===== src/rtl/rsv_mon_pkg.sv =====
// Shared types for the resolver monitor.
// Assumes fault classes are ordered so that a larger code is more severe.
package rsv_mon_pkg;

    typedef enum logic [1:0] {
        FK_NONE = 2'd0,
        FK_LOT  = 2'd1,
        FK_DOS  = 2'd2,
        FK_LOS  = 2'd3
    } fault_kind_t;

    // Returns the more severe of two fault classes.
    function automatic fault_kind_t fk_max(input fault_kind_t a, input fault_kind_t b);
        return (a > b) ? a : b;
    endfunction

endpackage


===== src/rtl/rsv_edge_sync.sv =====
// Synchroniser chain followed by a rising-edge detector.
// Assumes din is asynchronous to clk. rise is a one-cycle pulse taken from
// the last synchroniser stage.
module rsv_edge_sync #(
    parameter int STAGES = 2
) (
    input  logic clk,
    input  logic rst_n,
    input  logic din,
    output logic rise
);
    logic [STAGES-1:0] chain;
    logic              prev;

    generate
        genvar g;
        for (g = 0; g < STAGES; g++) begin : g_stage
            if (g == 0) begin : g_first
                // First stage: capture the asynchronous input.
                always_ff @(posedge clk) begin
                    if (!rst_n) chain[0] <= 1'b0;
                    else        chain[0] <= din;
                end
            end else begin : g_next
                // Later stages: shift the value along the chain.
                always_ff @(posedge clk) begin
                    if (!rst_n) chain[g] <= 1'b0;
                    else        chain[g] <= chain[g-1];
                end
            end
        end
    endgenerate

    // Remember the last synchronised level for edge detection.
    always_ff @(posedge clk) begin
        if (!rst_n) prev <= 1'b0;
        else        prev <= chain[STAGES-1];
    end

    assign rise = chain[STAGES-1] & ~prev;

    // the edge pulse never lasts two cycles.
    a_r5_single_pulse: assert property (@(posedge clk) disable iff (!rst_n)
        rise |=> !rise);

endmodule


===== src/rtl/rsv_mon_calc.sv =====
// Forms the monitor value sin_in*sin_phi + cos_in*cos_phi at full width.
// The sum is shifted right by DW-1 (the angle terms are Q1.DW-1) and either
// saturated or wrapped to MW bits, then registered together with a valid flag.
module rsv_mon_calc #(
    parameter int DW       = 16,
    parameter int MW       = 16,
    parameter bit SATURATE = 1'b1
) (
    input  logic                 clk,
    input  logic                 rst_n,
    input  logic                 smp_valid,
    input  logic signed [DW-1:0] sin_in,
    input  logic signed [DW-1:0] cos_in,
    input  logic signed [DW-1:0] sin_phi,
    input  logic signed [DW-1:0] cos_phi,
    output logic signed [MW-1:0] mon,
    output logic                 mon_valid
);
    localparam int PW = 2 * DW;
    localparam int SW = PW + 1;
    localparam int SH = DW - 1;
    localparam logic signed [SW-1:0] HI = SW'((2 ** (MW - 1)) - 1);
    localparam logic signed [SW-1:0] LO = ~HI;

    logic signed [PW-1:0] p_sin;
    logic signed [PW-1:0] p_cos;
    logic signed [SW-1:0] sum;
    logic signed [SW-1:0] scaled;
    logic signed [MW-1:0] narrowed;

    // Full-width products and their sum, with no loss of precision.
    always_comb begin
        p_sin  = sin_in * sin_phi;
        p_cos  = cos_in * cos_phi;
        sum    = SW'(p_sin) + SW'(p_cos);
        scaled = sum >>> SH;
    end

    generate
        if (SATURATE) begin : g_sat
            // Clamp values outside the output range to its limits.
            always_comb begin
                if (scaled > HI)      narrowed = HI[MW-1:0];
                else if (scaled < LO) narrowed = LO[MW-1:0];
                else                  narrowed = scaled[MW-1:0];
            end
        end else begin : g_wrap
            // Keep the low bits only.
            always_comb narrowed = scaled[MW-1:0];
        end
    endgenerate

    // Register the monitor value when a sample arrives.
    always_ff @(posedge clk) begin
        if (!rst_n) begin
            mon       <= '0;
            mon_valid <= 1'b0;
        end else begin
            mon_valid <= smp_valid;
            if (smp_valid) mon <= narrowed;
        end
    end

    // the valid flag follows the sample strobe by exactly one cycle.
    a_r1_valid_delay: assert property (@(posedge clk) disable iff (!rst_n)
        smp_valid |=> mon_valid);
    a_r1_valid_quiet: assert property (@(posedge clk) disable iff (!rst_n)
        !smp_valid |=> !mon_valid);
    // without a sample the monitor value does not change.
    a_r1_mon_hold: assert property (@(posedge clk) disable iff (!rst_n)
        !smp_valid |=> $stable(mon));

endmodule


===== src/rtl/rsv_fault_latch.sv =====
// Active-low fault latches with a severity class.
// Assumes clr is a single-cycle pulse and that a clear takes priority over
// any set in the same cycle.
module rsv_fault_latch
    import rsv_mon_pkg::*;
(
    input  logic        clk,
    input  logic        rst_n,
    input  logic        los_evt,
    input  logic        dos_req,
    input  logic        lot_req,
    input  logic        clr,
    output logic        dos_n,
    output logic        lot_n,
    output fault_kind_t kind
);
    fault_kind_t incoming;

    // Most severe class requested this cycle.
    always_comb begin
        if (los_evt)      incoming = FK_LOS;
        else if (dos_req) incoming = FK_DOS;
        else if (lot_req) incoming = FK_LOT;
        else              incoming = FK_NONE;
    end

    // Set, hold and clear the latches and the class.
    always_ff @(posedge clk) begin
        if (!rst_n) begin
            dos_n <= 1'b1;
            lot_n <= 1'b1;
            kind  <= FK_NONE;
        end else if (clr) begin
            dos_n <= 1'b1;
            lot_n <= 1'b1;
            kind  <= FK_NONE;
        end else begin
            if (los_evt || dos_req) dos_n <= 1'b0;
            if (los_evt || lot_req) lot_n <= 1'b0;
            kind <= fk_max(kind, incoming);
        end
    end

    // loss of signal drives both outputs low with the top class.
    a_r3_los_sets_both: assert property (@(posedge clk) disable iff (!rst_n)
        (los_evt && !clr) |=> (!dos_n && !lot_n && kind == FK_LOS));
    // a low output stays low until a clear.
    a_r4_dos_hold: assert property (@(posedge clk) disable iff (!rst_n)
        (!dos_n && !clr) |=> !dos_n);
    a_r4_lot_hold: assert property (@(posedge clk) disable iff (!rst_n)
        (!lot_n && !clr) |=> !lot_n);
    // the class never moves down without a clear.
    a_r7_no_downgrade: assert property (@(posedge clk) disable iff (!rst_n)
        !clr |=> kind >= $past(kind));
    // a clear wins over a set in the same cycle.
    a_r8_clear_wins: assert property (@(posedge clk) disable iff (!rst_n)
        clr |=> (dos_n && lot_n && kind == FK_NONE));
    // a degradation request alone sets only its own output.
    a_r6_dos_only: assert property (@(posedge clk) disable iff (!rst_n)
        (dos_req && !los_evt && !lot_req && !clr && lot_n) |=> (!dos_n && lot_n));

endmodule


===== src/rtl/rsv_mon_top.sv =====
// Resolver monitor and loss-of-signal detector.
// Assumes the angle terms are Q1.15 and that smp_valid marks one new sample
// pair per strobe. clr_async may come from any clock domain.
module rsv_mon_top
    import rsv_mon_pkg::*;
#(
    parameter int DW                  = 16,
    parameter int MW                  = 16,
    parameter int SYNC_STAGES         = 2,
    parameter logic signed [15:0] THRESH = 16'sd3277
) (
    input  logic                 clk,
    input  logic                 rst_n,
    input  logic                 smp_valid,
    input  logic signed [DW-1:0] sin_in,
    input  logic signed [DW-1:0] cos_in,
    input  logic signed [DW-1:0] sin_phi,
    input  logic signed [DW-1:0] cos_phi,
    input  logic                 dos_req,
    input  logic                 lot_req,
    input  logic                 clr_async,
    output logic signed [MW-1:0] mon,
    output logic                 mon_valid,
    output logic                 dos_n,
    output logic                 lot_n,
    output logic [1:0]           fault_kind
);
    localparam logic signed [MW-1:0] THR = MW'(THRESH);

    logic        clr_pulse;
    logic        los_evt;
    fault_kind_t kind;

    rsv_mon_calc #(.DW(DW), .MW(MW), .SATURATE(1'b1)) u_calc (
        .clk       (clk),
        .rst_n     (rst_n),
        .smp_valid (smp_valid),
        .sin_in    (sin_in),
        .cos_in    (cos_in),
        .sin_phi   (sin_phi),
        .cos_phi   (cos_phi),
        .mon       (mon),
        .mon_valid (mon_valid)
    );

    rsv_edge_sync #(.STAGES(SYNC_STAGES)) u_clr (
        .clk   (clk),
        .rst_n (rst_n),
        .din   (clr_async),
        .rise  (clr_pulse)
    );

    // A fresh monitor value below the minimum is a loss of signal.
    always_comb los_evt = mon_valid && (mon < THR);

    rsv_fault_latch u_latch (
        .clk     (clk),
        .rst_n   (rst_n),
        .los_evt (los_evt),
        .dos_req (dos_req),
        .lot_req (lot_req),
        .clr     (clr_pulse),
        .dos_n   (dos_n),
        .lot_n   (lot_n),
        .kind    (kind)
    );

    assign fault_kind = kind;

    // the top class always means both outputs are low.
    a_r3_class_pins: assert property (@(posedge clk) disable iff (!rst_n)
        (fault_kind == 2'd3) |-> (!dos_n && !lot_n));

endmodule


===== config.mk =====
export PLATFORM = sky130hd
export DESIGN_NAME = rsv_mon_top
export DESIGN_NICKNAME = d
export VERILOG_FILES = /design/src/rtl/rsv_mon_pkg.sv /design/src/rtl/rsv_edge_sync.sv /design/src/rtl/rsv_mon_calc.sv /design/src/rtl/rsv_fault_latch.sv /design/src/rtl/rsv_mon_top.sv
export SDC_FILE = /design/constraint.sdc
export NUM_CORES = 1
export LEC_CHECK = 0
export ABC_CLOCK_PERIOD_IN_PS = 6650
export BUFFER_PORTS_ARGS = -buffer_cell sky130_fd_sc_hd__buf_2
export CAP_MARGIN = 15
export CORE_AREA = 5 5 212 266
export CTS_CLUSTER_DIAMETER = 80
export DETAILED_ROUTE_END_ITERATION = 10
export DIE_AREA = 0 0 217 271
export PLACE_DENSITY = 0.57
export SYNTH_ARGS = -nofsm -noshare
export SYNTH_HDL_FRONTEND = slang
export SYNTH_HIERARCHICAL = 1
export SYNTH_SLANG_ARGS = --single-unit

===== constraint.sdc =====
create_clock -name clk -period 6.65 [get_ports clk]
set_input_delay 0 -clock clk [delete_from_list [all_inputs] [get_ports clk]]
set_output_delay 0 -clock clk [all_outputs]
set_load 0.02 [all_outputs]

======== Word-level counts from Yosys, hierarchy flattened ========
Cells that the tools add are included.
storage, ports and cells
  bits of input ports ..................... 70
  word-level logic and storage cells ...... 27
  register bits ........................... 24
  output and inout bits ................... 21
cells by class
  multiplexer cells ....................... 5
  order comparisons ....................... 4
  reduce and logical (&&, ||, !) cells .... 4
  add/sub/neg operators ................... 1
  bitwise operators ....................... 3
  multipliers ............................. 2
operator list
  operator                count
  $mul A16 B16 Y32        2
  $add A32 B32 Y33        1
  $mux W16                2
  $gt A18 B16 Y1 const B  1
  $lt A18 B16 Y1 const B  1
  $lt A16 B13 Y1 const B  1
  $mux W2                 2
  $gt A2 B2 Y1            1
  $logic_or A1 B1 Y1      2
  $not A1 Y1              2
  $reduce_or A2 Y1        1
  $and A1 B1 Y1           1
  $logic_and A1 B1 Y1     1
  $mux W1                 1

======== Longest topological paths before layout ========
Gate-level depths: netlist (run 1).
  depth in word-level cells ............... 5
  gate-level depth with buffers ........... 29
  mapped depth without buffers ............ 26

======== Cells and area by module ========
Netlist (run 1), hierarchy kept.
by module, submodules not included
  module           sequential area each (µm²)  cells an instance  instances  area an instance (µm²)
  rsv_mon_calc     340.3                       2206               1          20810.0
  rsv_fault_latch  80.1                        22                 1          203.9
  rsv_edge_sync    60.1                        7                  1          92.6
  rsv_mon_top      0.0                         8                  1          48.8

======== Worst setup path after synthesis (run 1) ========
Ideal clock, no wire load.
  path type ............................... input to register
  start ................................... input port cos_in[15]
  end ..................................... register u_calc.mon[11]
  stages on the path ...................... 25
  arrival ................................. 6981 ps
  data required time ...................... 6577 ps
  buffers on the path ..................... 2
  path slack .............................. -404 ps
  setup time .............................. 73 ps
  cell sequence ........................... clkbuf_1 nand2_1 fa_1 inv_1 fa_1 inv_1 fa_1 inv_1 fa_1 fa_1 fa_1 fa_1 inv_1 fa_1 inv_1 ha_1 a211o_1 a311oi_1 o21a_1 o21ai_1 o221a_2 o2111ai_2 nand3_2 buf_6 o22ai_2
between the ends
  cells in the longest elaborated chain, start to end .. 5
  elaborated cells between the ends (all ways) .. 6
  those cells by class .................... 1 x add/sub; 1 x mul; 2 x order compare; 2 x mux
ends and longest elaborated chain
  element               line                text
  from (decl)           rsv_mon_top.sv:16   input logic signed [DW-1:0] cos_in,
  $mul A16 B16 Y32 (*)  rsv_mon_calc.sv:34  p_cos = cos_in * cos_phi;
  $add A32 B32 Y33 (*)  rsv_mon_calc.sv:35  sum = SW'(p_sin) + SW'(p_cos);
  $lt A18 B16 Y1        rsv_mon_calc.sv:44  else if (scaled < LO) narrowed = LO[MW-1:0];
  $mux W16              rsv_mon_calc.sv:44
  $mux W16 (*)          rsv_mon_calc.sv:43  if (scaled > HI) narrowed = HI[MW-1:0];
  to (signal assigned)  rsv_mon_calc.sv:60  if (smp_valid) mon <= narrowed;
  to (decl)             rsv_mon_calc.sv:16  output logic signed [MW-1:0] mon,
Every way passes the cells marked *; elsewhere a longest branch is shown, timed or not.
A chain may end at the register's enable or synchronous reset.

======== Final worst setup path (run 1) ========
  start ................................... input port sin_phi[15]
  end ..................................... register u_calc.mon[6]
between the ends
  cells in the longest elaborated chain, start to end .. 5
  elaborated cells between the ends (all ways) .. 6
  those cells by class .................... 1 x add/sub; 1 x mul; 2 x order compare; 2 x mux
ends and longest elaborated chain
  element               line                text
  from (decl)           rsv_mon_top.sv:17   input logic signed [DW-1:0] sin_phi,
  $mul A16 B16 Y32 (*)  rsv_mon_calc.sv:33  p_sin = sin_in * sin_phi;
  $add A32 B32 Y33 (*)  rsv_mon_calc.sv:35
  $lt A18 B16 Y1        rsv_mon_calc.sv:44
  $mux W16              rsv_mon_calc.sv:44
  $mux W16 (*)          rsv_mon_calc.sv:43
Marked as above.

==> results.toml, run 1 <==
[drt]
drt_drc_violations_left = 0
routed_wl_um = 57400
antenna_violating_nets_post_route = 0
vias_per_cell = 4.86
wl_per_cell_um = 17.7
firstDrtPassIters = 5
vias = 15700
drt_iter0_markers = 576

[sta]
unrepaired_setup_endpoints_after_global_routing = "yes"
worst-slew-pin-transition_ns = 0.502
final.min_clock_period_ns = 6.88
timing.slew.headroom = 0.663
fin_hold_ws_ns = 0.0658
post-route-period-util = 1.03
worst_clock_skew_ns = 0.00437
achievable_clock_frequency_ghz = 0.145
report.final.slew_viol_count = 0
setup_viol = 15
layout_setup_ws_ns = -0.232
timing.final.hold_violations = 0
setup-tns-final_ns = -2.92

[critical_path]
r2r.worst_path.cells = 9
critical_path_peak_fanout = 6
worstReg2RegEnd = "u_latch/kind[1]"
crit_path_max_incr_delay_ns = 0.58
reg2reg_slack_ns = 4.49
setup.worst_path.start_class = "input pin"
reg2reg_from = "u_calc/mon[1]"
crit_path_kind = "input pin to flip-flop"
timing.critical_path.arrival_ns = 7.02
crit_required_ns = 6.79
critical-path-slowest-cell = "sky130_fd_sc_hd__fa_1"
timing.critical_path.to_type = "flip-flop"
most_used_cell_cp = "sky130_fd_sc_hd__fa_1"

[finish]
area_growth_pct = 20.4
final.fill_count = 5011
final_cell_mix = "sky130_fd_sc_hd__inv_1 (609), sky130_fd_sc_hd__fa_1 (556), sky130_fd_sc_hd__buf_4 (265)"
final_layout_size_suffix_gt1_frac = 0.209
post-route-util = 0.477
layout_commonest_cell = "sky130_fd_sc_hd__inv_1"
ant_diodes = 0
nNetsFinal = 3360

[clock_tree]
clk_root_buffer_cell = "sky130_fd_sc_hd__clkbuf_16"
htree_levels = 1
path_clk_slew_ns = 0.06
cts_num_sinks = 24
clk-insertion-delay-late_ns = 0.26
cts_tree = "built"
clk_path_buf_depth = 2
cts_made_buffers = 3

[synthesis]
synth_enable_flop_cells = 0
synth_top_cells_by_area = "sky130_fd_sc_hd__fa_1 (55%), sky130_fd_sc_hd__inv_1 (11%), sky130_fd_sc_hd__ha_1 (8.7%)"
synth_area_per_cell_um2 = 9.43
synth_top_area_frac = 0.552
netlist-cell-type-count = 67
synthArstFlopShare = 0
synth-seq-cells = 24
ys.warnings.count = 6
postSynthNetCount = 3043
post-synth-top-area-cell = "sky130_fd_sc_hd__fa_1"
synth_area_mm2 = 0.0212
synth-seq-area-share = 0.0227
number_of_instances_in_the_synthesized_netlist = 2243
ys.flop_type = "sky130_fd_sc_hd__dfxtp_1"

[global_routing]
pin_count_of_the_biggest_net_entering_global_routing = 21
gr-total-overflow = 0
grt_first_pass_wirelength_um = 93600
initial_antenna_violation_count = 1
number_of_global_route_vias_before_repair = 18200
gr-usage-all-layers = 0.199

[hold_path]
worst_hold_check_path_type = "input pin to flip-flop"
min-delay-start = "lot_req"
whs_endpoint = "u_latch/lot_n"
min_path_cells = 3

[place]
pre_cts_ws_ns = -0.660
io_buffers = 90
dp_hpwl_um = 51800
gp_congestion = 0.895

[run_status]
violations = "negative setup slack"
run_status = "complete, but fails checks"

[die]
start_util = 0.396
die-height_um = 271
ios = 91
floorplan.core_area_mm2 = 0.0534
rows = 95
die_width_um = 217
die_area_mm2 = 0.0588

[flow_run]
drv.max_cap_violation_count = 0
-- final cells by class --
type	instances	area (um2)	area share
Sequential cell	24	480	0.0189
Tap cell	679	850	0.0333
Multi-Input combinational cell	1512	18500	0.727
Inverter	637	2410	0.0945
Timing Repair Buffer	381	3130	0.123
Timing Repair inverter	1	5.00	0.000196
Clock buffer	4	88.8	0.00349
-- Yosys cell counts (all sizes together), types with 2 or more instances --
cell / instances
a2111oi: 2
a211oi: 9
a21o: 14
a21oi: 26
a221oi: 3
a22o: 2
a311oi: 2
a31o: 3
a31oi: 2
and2: 259
and3: 5
buf: 6
clkbuf: 64
dfxtp: 24
fa: 583
ha: 147
inv: 637
nand2: 242
nand2b: 23
nand3: 10
nand4: 5
nor2: 43
nor2b: 3
nor3: 4
o211a: 2
o211ai: 8
o21a: 5
o21ai: 37
o21bai: 2
o22ai: 13
o31ai: 3
or2: 4
or3: 2
xnor2: 25
xor2: 9
-- logic make-up after synthesis --
group | after synthesis | synth area share
fa+ha+maj | 730 | 0.639
mux | 1 | 0.000473
flops | 24 | 0.0227
buf+inv | 707 | 0.127
compound gates | 143 | 0.0516
xor+xnor | 35 | 0.0151
simple gates | 603 | 0.145
-- sequential cells by signal, indices dropped and copies added (netlist names) --
name	count
u_latch/lot_n	1
u_calc/mon	16
u_latch/dos_n	1
u_calc/mon_valid	1
u_clr/prev	1
u_latch/kind	2
u_clr/chain	2
-- worst max path at each step --
stage | from | to | slack (ns) | depth (start not counted)
3_3_place_gp | cos_phi[1] | u_calc/mon[2] | -0.60 | 26
3_5_place_dp | cos_phi[1] | u_calc/mon[0] | -0.66 | 26
2_1_floorplan | cos_phi[7] | u_calc/mon[11] | 0.007 | 27
4_1_cts | sin_in[15] | u_calc/mon[0] | -0.14 | 25
5_1_grt | cos_phi[0] | u_calc/mon[3] | -0.38 | 25
6_report | sin_phi[15] | u_calc/mon[6] | -0.23 | 26
-- repair_timing --
action,4_1_cts,5_1_grt
hold buffers,1,0
setup buffers,4,31
setup endpoints to repair,16,16
endpoints found under the hold margin,1,0
gates resized for setup,59,140
pin swaps,24,39
gates cloned,1,3
-- per-layer routing --
layer	vias to the layer above	part of all wire	global-route usage
met2	328	0.56	0.389
li1	7094	-	-
met4	0	0.042	0.0667
met1	8184	0.36	0.228
met3	117	0.031	0.0130
met5	-	0	0
-- metrics by stage --
| step | cell area (um2) | instances |
|---|---|---|
| 2_1_floorplan | 21300 | 2243 |
| 3_3_place_gp | 24400 | 3194 |
| 3_5_place_dp | 24400 | 3194 |
| 4_1_cts | 24700 | 3204 |
| 5_1_grt | 25500 | 3238 |
| 6_report | 25500 | 3238 |
-- critical path, delay by kind of cell --
kind                       cells  cell delay (ns)
and+or+nand+nor                1             0.54
buffers and inverters          9             0.87
adders and majority gates      9             4.37
AOI/OAI and AO/OA              7             1.24
Power of run 1 is left out: the tool's default activity adds up to more than one toggle a clock period on the data nets, which glitch-free logic cannot reach.
==> run 2: changes to the inputs <==
--- a/config.mk
+++ b/config.mk
@@ -5,15 +5,14 @@
 export SDC_FILE = /design/constraint.sdc
 export NUM_CORES = 1
 export LEC_CHECK = 0
-export ABC_CLOCK_PERIOD_IN_PS = 6650
+export ABC_CLOCK_PERIOD_IN_PS = 8100
 export BUFFER_PORTS_ARGS = -buffer_cell sky130_fd_sc_hd__buf_2
 export CAP_MARGIN = 15
-export CORE_AREA = 5 5 212 266
+export CORE_AREA = 5 5 211 264
 export CTS_CLUSTER_DIAMETER = 80
 export DETAILED_ROUTE_END_ITERATION = 10
-export DIE_AREA = 0 0 217 271
-export PLACE_DENSITY = 0.57
+export DIE_AREA = 0 0 216 269
+export PLACE_DENSITY = 0.55
 export SYNTH_ARGS = -nofsm -noshare
 export SYNTH_HDL_FRONTEND = slang
-export SYNTH_HIERARCHICAL = 1
 export SYNTH_SLANG_ARGS = --single-unit
==> constraint.sdc (replaced) <==
create_clock -name clk -period 8.1 [get_ports clk]
set_input_delay 0 -clock clk [delete_from_list [all_inputs] [get_ports clk]]
set_output_delay 0 -clock clk [all_outputs]
set_load 0.02 [all_outputs]
==> run 2 against run 1 <==
  * The run now ends clean
  * Synthesized area is 1.5% lower
  * Worst setup slack better by 0.91 ns
  * Critical path depth is 2 lower
  * Worst hold slack got worse by 0.032 ns
  * Sequential cell count unchanged
  * Largest cell class unchanged
==> results.toml, run 2 <==
[run_status]
run_status = "finished clean"

[die]
ios = 91
die_width_um = 216
rows = 95
die-height_um = 269
die_area_mm2 = 0.0581
start_util = 0.392
floorplan.core_area_mm2 = 0.0531

[synthesis]
most_instantiated_library_cell_after_synthesis = "sky130_fd_sc_hd__inv_1"
synth_top_cells_by_area = "sky130_fd_sc_hd__fa_1 (56%), sky130_fd_sc_hd__inv_1 (11%), sky130_fd_sc_hd__ha_1 (8.8%)"
synth_top_area_frac = 0.560
synthArstFlopShare = 0
postSynthNetCount = 3004
yosys-top-cells-count = "sky130_fd_sc_hd__inv_1 (631), sky130_fd_sc_hd__fa_1 (583), sky130_fd_sc_hd__and2_1 (256)"
synth_enable_flop_cells = 0
synth_area_mm2 = 0.0208
synth-seq-cells = 24
number_of_instances_in_the_synthesized_netlist = 2204
synth_area_per_cell_um2 = 9.45
ys.warnings.count = 0
netlist-cell-type-count = 55
post-synth-top-area-cell = "sky130_fd_sc_hd__fa_1"
synth-seq-area-share = 0.0231
ys.flop_type = "sky130_fd_sc_hd__dfxtp_1"

[clock_tree]
clk_path_buf_depth = 2
clk_root_buffer_cell = "sky130_fd_sc_hd__clkbuf_16"
htree_levels = 1
clk-insertion-delay-late_ns = 0.26
cts_made_buffers = 3
cts_tree = "built"
path_clk_slew_ns = 0.07
post_cts_resized = 0
cts_num_sinks = 24

[sta]
timing.final.hold_violations = 0
fin_hold_ws_ns = 0.0336
setup-tns-final_ns = 0
timing.slew.headroom = 0.549
setup_viol = 0
final.min_clock_period_ns = 7.43
report.final.slew_viol_count = 0
worst-slew-pin-transition_ns = 0.675
achievable_clock_frequency_ghz = 0.135
post-route-period-util = 0.917
unrepaired_setup_endpoints_after_global_routing = "no"
worst_clock_skew_ns = 0.00574

[critical_path]
reg2reg_slack_ns = 5.29
worstReg2RegEnd = "u_latch.kind[1]"
crit_path_kind = "input pin to flip-flop"
r2r.worst_path.cells = 11
setup.worst_path.start_class = "input pin"
critical_path_peak_fanout = 16
crit_required_ns = 8.28
timing.critical_path.to_type = "flip-flop"
timing.critical_path.arrival_ns = 7.60
reg2reg_from = "u_calc.mon[1]"

[flow_run]
drv.max_cap_violation_count = 0

[global_routing]
grt_first_pass_wirelength_um = 91400
globalRouteMet3Util = 0.0111
initial_antenna_violation_count = 3
global_route.usage.met2 = 0.407
gr-usage-all-layers = 0.201
number_of_global_route_vias_before_repair = 17100
grt.met1_usage = 0.213
pin_count_of_the_biggest_net_entering_global_routing = 26
grt_most_used_layer = "met2"
gr-total-overflow = 0

[drt]
wl_per_cell_um = 18.8
routed_wl_um = 55000
antenna_violating_nets_post_route = 0
vias_per_cell = 4.95
drt_iter0_markers = 567
firstDrtPassIters = 5
drt_drc_violations_left = 0
vias = 14500

[finish]
largest_register_ffs = 16
final_cell_mix = "sky130_fd_sc_hd__inv_1 (631), sky130_fd_sc_hd__fa_1 (583), sky130_fd_sc_hd__and2_1 (256)"
final-instance-count-excl-fill = 2924
nNetsFinal = 3044
area_growth_pct = 5.88
layout_commonest_cell = "sky130_fd_sc_hd__inv_1"
max_flop_register = "u_calc.mon"
layout_top_registers = "u_calc.mon x16, u_clr.chain x2, u_latch.kind x2"
final_layout_size_suffix_gt1_frac = 0.0553

[place]
place_inst = 2914
gp_congestion = 0.876
dp_hpwl_um = 48400
io_buffers = 90

[hold_path]
worst_hold_check_path_type = "input pin to flip-flop"
min_path_cells = 3
whs_endpoint = "u_latch.lot_n"
min-delay-start = "lot_req"
## run 2: cell types whose count changed in the layout (fill, tap and decap cells not counted), moves of 10 or more
cell                       before  now
sky130_fd_sc_hd__buf_12        20    0
sky130_fd_sc_hd__inv_1        609  631
sky130_fd_sc_hd__clkbuf_4      11    0
sky130_fd_sc_hd__and2_4        10    0
sky130_fd_sc_hd__fa_2          27    0
sky130_fd_sc_hd__buf_2         55   90
sky130_fd_sc_hd__inv_2         23    0
sky130_fd_sc_hd__buf_4        265   15
sky130_fd_sc_hd__fa_1         556  583
sky130_fd_sc_hd__ha_4          12    0
sky130_fd_sc_hd__ha_1         131  147
sky130_fd_sc_hd__buf_6         25    0
## run 2: cell type report
type / instances / area [um2]
Multi-Input combinational cell: 1478 / 17700
Sequential cell: 24 / 480
Timing Repair Buffer: 106 / 573
Clock buffer: 3 / 75.1
Inverter: 631 / 2370
Antenna cell: 3 / 7.51
Tap cell: 679 / 850
Fill cell: 5332 / 31100
## run 2: how the worst max path moves through the flow
stage,end,cells past startpoint,start,slack [ns]
3_3_place_gp,u_calc.mon[9],24,cos_in[15],0.44
6_report,u_calc.mon[11],24,cos_phi[0],0.67
3_5_place_dp,u_calc.mon[9],24,cos_in[15],0.28
2_1_floorplan,u_calc.mon[3],26,cos_in[15],1.11
5_1_grt,u_calc.mon[2],25,cos_in[15],0.17
4_1_cts,u_calc.mon[9],24,cos_in[15],0.54
## run 2: routing by layer
layer / wire [um] / vias up / share of wire
met5: 0 / - / 0
met4: 3120 / 0 / 0.057
met3: 1310 / 111 / 0.024
met2: 32300 / 272 / 0.59
met1: 18300 / 7723 / 0.33
li1: - / 6369 / -
## run 2: cells by family (layout without fill, tap and decap cells)
kind of cell | after synthesis | count (layout) | synth area share
adder cells (fa/ha/maj) | 730 | 730 | 0.648
buffers and inverters | 702 | 740 | 0.127
AND/OR/NAND/NOR | 587 | 587 | 0.142
AO/OA/AOI/OAI | 126 | 126 | 0.0438
XOR/XNOR | 34 | 34 | 0.0150
flip-flops | 24 | 24 | 0.0231
multiplexers | 1 | 1 | 0.000660
other | 0 | 3 | 0
## run 2: per-stage QoR
| step | instance area (um2) | utilization | setup WS, ns |
|---|---|---|---|
| global route | 22100 | 0.415 | 0.168 |
| floorplan | 20800 | - | 1.11 |
| detailed placement | 21900 | 0.413 | 0.276 |
| finish | 22100 | 0.415 | 0.673 |
| global placement | 21900 | 0.413 | 0.437 |
| CTS | 22000 | 0.415 | 0.545 |
## run 2: repair_timing
item | CTS | global route
hold buffers | 1 | 0
endpoints found under the setup margin | 0 | 2
endpoints found under the hold margin | 1 | 0
setup buffers | 0 | 3
## run 2: critical path: stages
cell and delay, ns:
sky130_fd_sc_hd__buf_2 0.26, sky130_fd_sc_hd__and2_1 0.57, sky130_fd_sc_hd__fa_1 0.55, sky130_fd_sc_hd__fa_1 0.51, sky130_fd_sc_hd__inv_1 0.05, sky130_fd_sc_hd__fa_1 0.47, sky130_fd_sc_hd__inv_1 0.05, sky130_fd_sc_hd__fa_1 0.52
sky130_fd_sc_hd__fa_1 0.57, sky130_fd_sc_hd__fa_1 0.42, sky130_fd_sc_hd__fa_1 0.49, sky130_fd_sc_hd__inv_1 0.05, sky130_fd_sc_hd__fa_1 0.47, sky130_fd_sc_hd__inv_1 0.04, sky130_fd_sc_hd__ha_1 0.30, sky130_fd_sc_hd__nand2_1 0.18
sky130_fd_sc_hd__o21ai_0 0.23, sky130_fd_sc_hd__o21ai_0 0.37, sky130_fd_sc_hd__o2111ai_1 0.34, sky130_fd_sc_hd__a211o_1 0.35, sky130_fd_sc_hd__nand3_1 0.28, sky130_fd_sc_hd__a21oi_4 0.11, sky130_fd_sc_hd__buf_4 0.18, sky130_fd_sc_hd__o31ai_1 0.24
Power of run 2 is left out for the same reason.
==> run 3: changes to the inputs <==
--- a/config.mk
+++ b/config.mk
@@ -5,14 +5,17 @@
 export SDC_FILE = /design/constraint.sdc
 export NUM_CORES = 1
 export LEC_CHECK = 0
+export ABC_AREA = 1
 export ABC_CLOCK_PERIOD_IN_PS = 8100
 export BUFFER_PORTS_ARGS = -buffer_cell sky130_fd_sc_hd__buf_2
 export CAP_MARGIN = 15
-export CORE_AREA = 5 5 211 264
+export CORE_AREA = 5 5 216 270
 export CTS_CLUSTER_DIAMETER = 80
 export DETAILED_ROUTE_END_ITERATION = 10
-export DIE_AREA = 0 0 216 269
+export DIE_AREA = 0 0 221 275
 export PLACE_DENSITY = 0.55
+export RECOVER_POWER = 25
+export SKIP_CTS_REPAIR_TIMING = 1
 export SYNTH_ARGS = -nofsm -noshare
 export SYNTH_HDL_FRONTEND = slang
 export SYNTH_SLANG_ARGS = --single-unit
==> run 3 against run 2 <==
  * Clock skew is 0.0031 ns lower
  * Worst hold slack worse by 0.012 ns
  * Core utilization is 0.15 points lower
  * Final cell count is 19% higher
  * Synthesized cell count is 25% higher
  * Sequential share of layout area is 0.089 points lower
  * Synthesized area is 5.3% higher
  * Design area is 4.2% higher
  * Clock-buffer cell count stayed put
  * Sequential cell count stayed put
  * Routed wire length is 11% higher
  * Global-route usage is 0.79 points higher
==> results.toml, run 3 <==
[sta]
timing.slew.headroom = 0.468
worst-slew-pin-transition_ns = 0.797
achievable_clock_frequency_ghz = 0.136
report.final.slew_viol_count = 0
post-route-period-util = 0.908
layout_setup_ws_ns = 0.747
setup-tns-final_ns = 0
worst_clock_skew_ns = 0.00262
final.min_clock_period_ns = 7.35
fin_hold_ws_ns = 0.0216
setup_viol = 0
unrepaired_setup_endpoints_after_global_routing = "no"
timing.final.hold_violations = 0

[finish]
layout_top_registers = "u_calc.mon x16, u_clr.chain x2, u_latch.kind x2"
seq_area_um2 = 480
final_cell_mix = "sky130_fd_sc_hd__inv_1 (952), sky130_fd_sc_hd__nand2_1 (661), sky130_fd_sc_hd__fa_1 (583)"
final.fill_count = 5858
ant_diodes = 0
final-instance-count-excl-fill = 3471
nNetsFinal = 3531
largest_register_ffs = 16
multi_input_comb_area_mm2 = 0.0174
max_flop_register = "u_calc.mon"
area_growth_pct = 4.78
final_layout_size_suffix_gt1_frac = 0.0498
layout_commonest_cell = "sky130_fd_sc_hd__inv_1"

[synthesis]
netlist-cell-type-count = 35
postSynthNetCount = 3548
ys.warnings.count = 0
ys.flop_type = "sky130_fd_sc_hd__dfxtp_1"
post-synth-top-area-cell = "sky130_fd_sc_hd__fa_1"
synth_top_area_frac = 0.532
synthArstFlopShare = 0
synth-seq-area-share = 0.0219
synth-seq-cells = 24
synth_area_mm2 = 0.0220
synth_enable_flop_cells = 0
synth_area_per_cell_um2 = 7.99
synth_top_cells_by_area = "sky130_fd_sc_hd__fa_1 (53%), sky130_fd_sc_hd__inv_1 (16%), sky130_fd_sc_hd__nand2_1 (11%)"
most_instantiated_library_cell_after_synthesis = "sky130_fd_sc_hd__inv_1"
yosys-top-cells-count = "sky130_fd_sc_hd__inv_1 (952), sky130_fd_sc_hd__nand2_1 (661), sky130_fd_sc_hd__fa_1 (583)"
number_of_instances_in_the_synthesized_netlist = 2748

[global_routing]
number_of_global_route_vias_before_repair = 18800
gr-total-overflow = 0
gr-usage-all-layers = 0.209
pin_count_of_the_biggest_net_entering_global_routing = 22
grt_first_pass_wirelength_um = 100000
initial_antenna_violation_count = 0

[die]
rows = 97
floorplan.core_area_mm2 = 0.0556
ios = 91
die_width_um = 221
die-height_um = 275
die_area_mm2 = 0.0608
start_util = 0.395

[hold_path]
min_path_cells = 4
worst_hold_check_path_type = "input pin to flip-flop"

[clock_tree]
htree_levels = 1
clk_path_buf_depth = 2
cts_num_sinks = 24
cts_made_buffers = 3
cts_tree = "built"
clk-insertion-delay-late_ns = 0.25
path_clk_slew_ns = 0.06
clk_root_buffer_cell = "sky130_fd_sc_hd__clkbuf_16"

[drt]
wl_per_cell_um = 17.7
vias_per_cell = 4.66
firstDrtPassIters = 7
routed_wl_um = 61300
antenna_violating_nets_post_route = 0
vias = 16200
drt_drc_violations_left = 0
drt_iter0_markers = 694

[critical_path]
timing.critical_path.arrival_ns = 7.47
path_depth = 25
crit_path_kind = "input pin to flip-flop"
cpLargestDelayFamily = "adder cells"
crit_required_ns = 8.21
r2r.worst_path.cells = 14
setup.worst_path.start_class = "input pin"
critical_path_peak_fanout = 16
critical-path-slowest-cell = "sky130_fd_sc_hd__fa_1"
crit_path_max_incr_delay_ns = 0.57
timing.critical_path.to_type = "flip-flop"
cp.buffers_inverters = 7
most_used_cell_cp = "sky130_fd_sc_hd__fa_1"

[place]
gp_congestion = 0.927
place_inst = 3467
dp_hpwl_um = 54200
io_buffers = 90
pre_cts_ws_ns = 0.449

[run_status]
run_status = "finished clean"

[flow_run]
drv.max_cap_violation_count = 0
==> run 3: cell count changes after synthesis, moves of 18 or more <==
cell                       before  now
sky130_fd_sc_hd__a21oi_1       20   43
sky130_fd_sc_hd__nor2_1        42   67
sky130_fd_sc_hd__and2_1       256    0
sky130_fd_sc_hd__inv_1        631  952
sky130_fd_sc_hd__nand2_1      241  661
sky130_fd_sc_hd__nand2b_1      20    0
sky130_fd_sc_hd__nand3_1        4   30
sky130_fd_sc_hd__clkbuf_1      67  116
sky130_fd_sc_hd__xnor2_1       24    6
==> run 3: path summary, 6_finish.rpt <==
| path | from | to | slack, ns |
|---|---|---|---|
| min reg2reg | u_clr.chain[0] | u_clr.chain[1] | 0.43 |
| max reg2reg | u_calc.mon[0] | u_latch.kind[0] | 5.89 |
| min | lot_req | u_latch.lot_n | 0.02 |
| max | cos_phi[0] | u_calc.mon[14] | 0.75 |
==> run 3: cell families after synthesis <==
| group | after synthesis | share of synthesized area |
|---|---|---|
| buf+inv | 1075 | 0.185 |
| simple gates | 800 | 0.144 |
| fa+ha+maj | 730 | 0.615 |
| compound gates | 104 | 0.0279 |
| flops | 24 | 0.0219 |
| xor+xnor | 15 | 0.00599 |
==> run 3: final cells by class <==
| type | count | share of cell area |
|---|---|---|
| flip-flops and latches | 24 | 0.0209 |
| repair buffers | 101 | 0.0228 |
| clock buffers | 3 | 0.00326 |
| multi-input cells | 1649 | 0.757 |
| well taps | 742 | 0.0404 |
| inverters | 952 | 0.155 |
==> run 3: worst min-delay path, stage by stage <==
cell                      delay (ns)
sky130_fd_sc_hd__buf_2          0.07
sky130_fd_sc_hd__inv_1          0.04
sky130_fd_sc_hd__nand3_1        0.07
sky130_fd_sc_hd__nand2_1        0.05
==> run 3: stage by stage <==
step	utilization	area [um2]
detailed placement	0.412	22900
finish	0.414	23000
global route	0.414	23000
global placement	0.412	22900
CTS	0.414	23000
floorplan	-	22000
==> run 3: routing by layer <==
metal  track usage  up-vias  wire (um)
li1              -     7454          -
met1         0.222     8280      21400
met2         0.429      319      35200
met3       0.00896      137       1340
met4        0.0869        0       3260
met5             0        -          0
Power of run 3 is left out for the same reason.
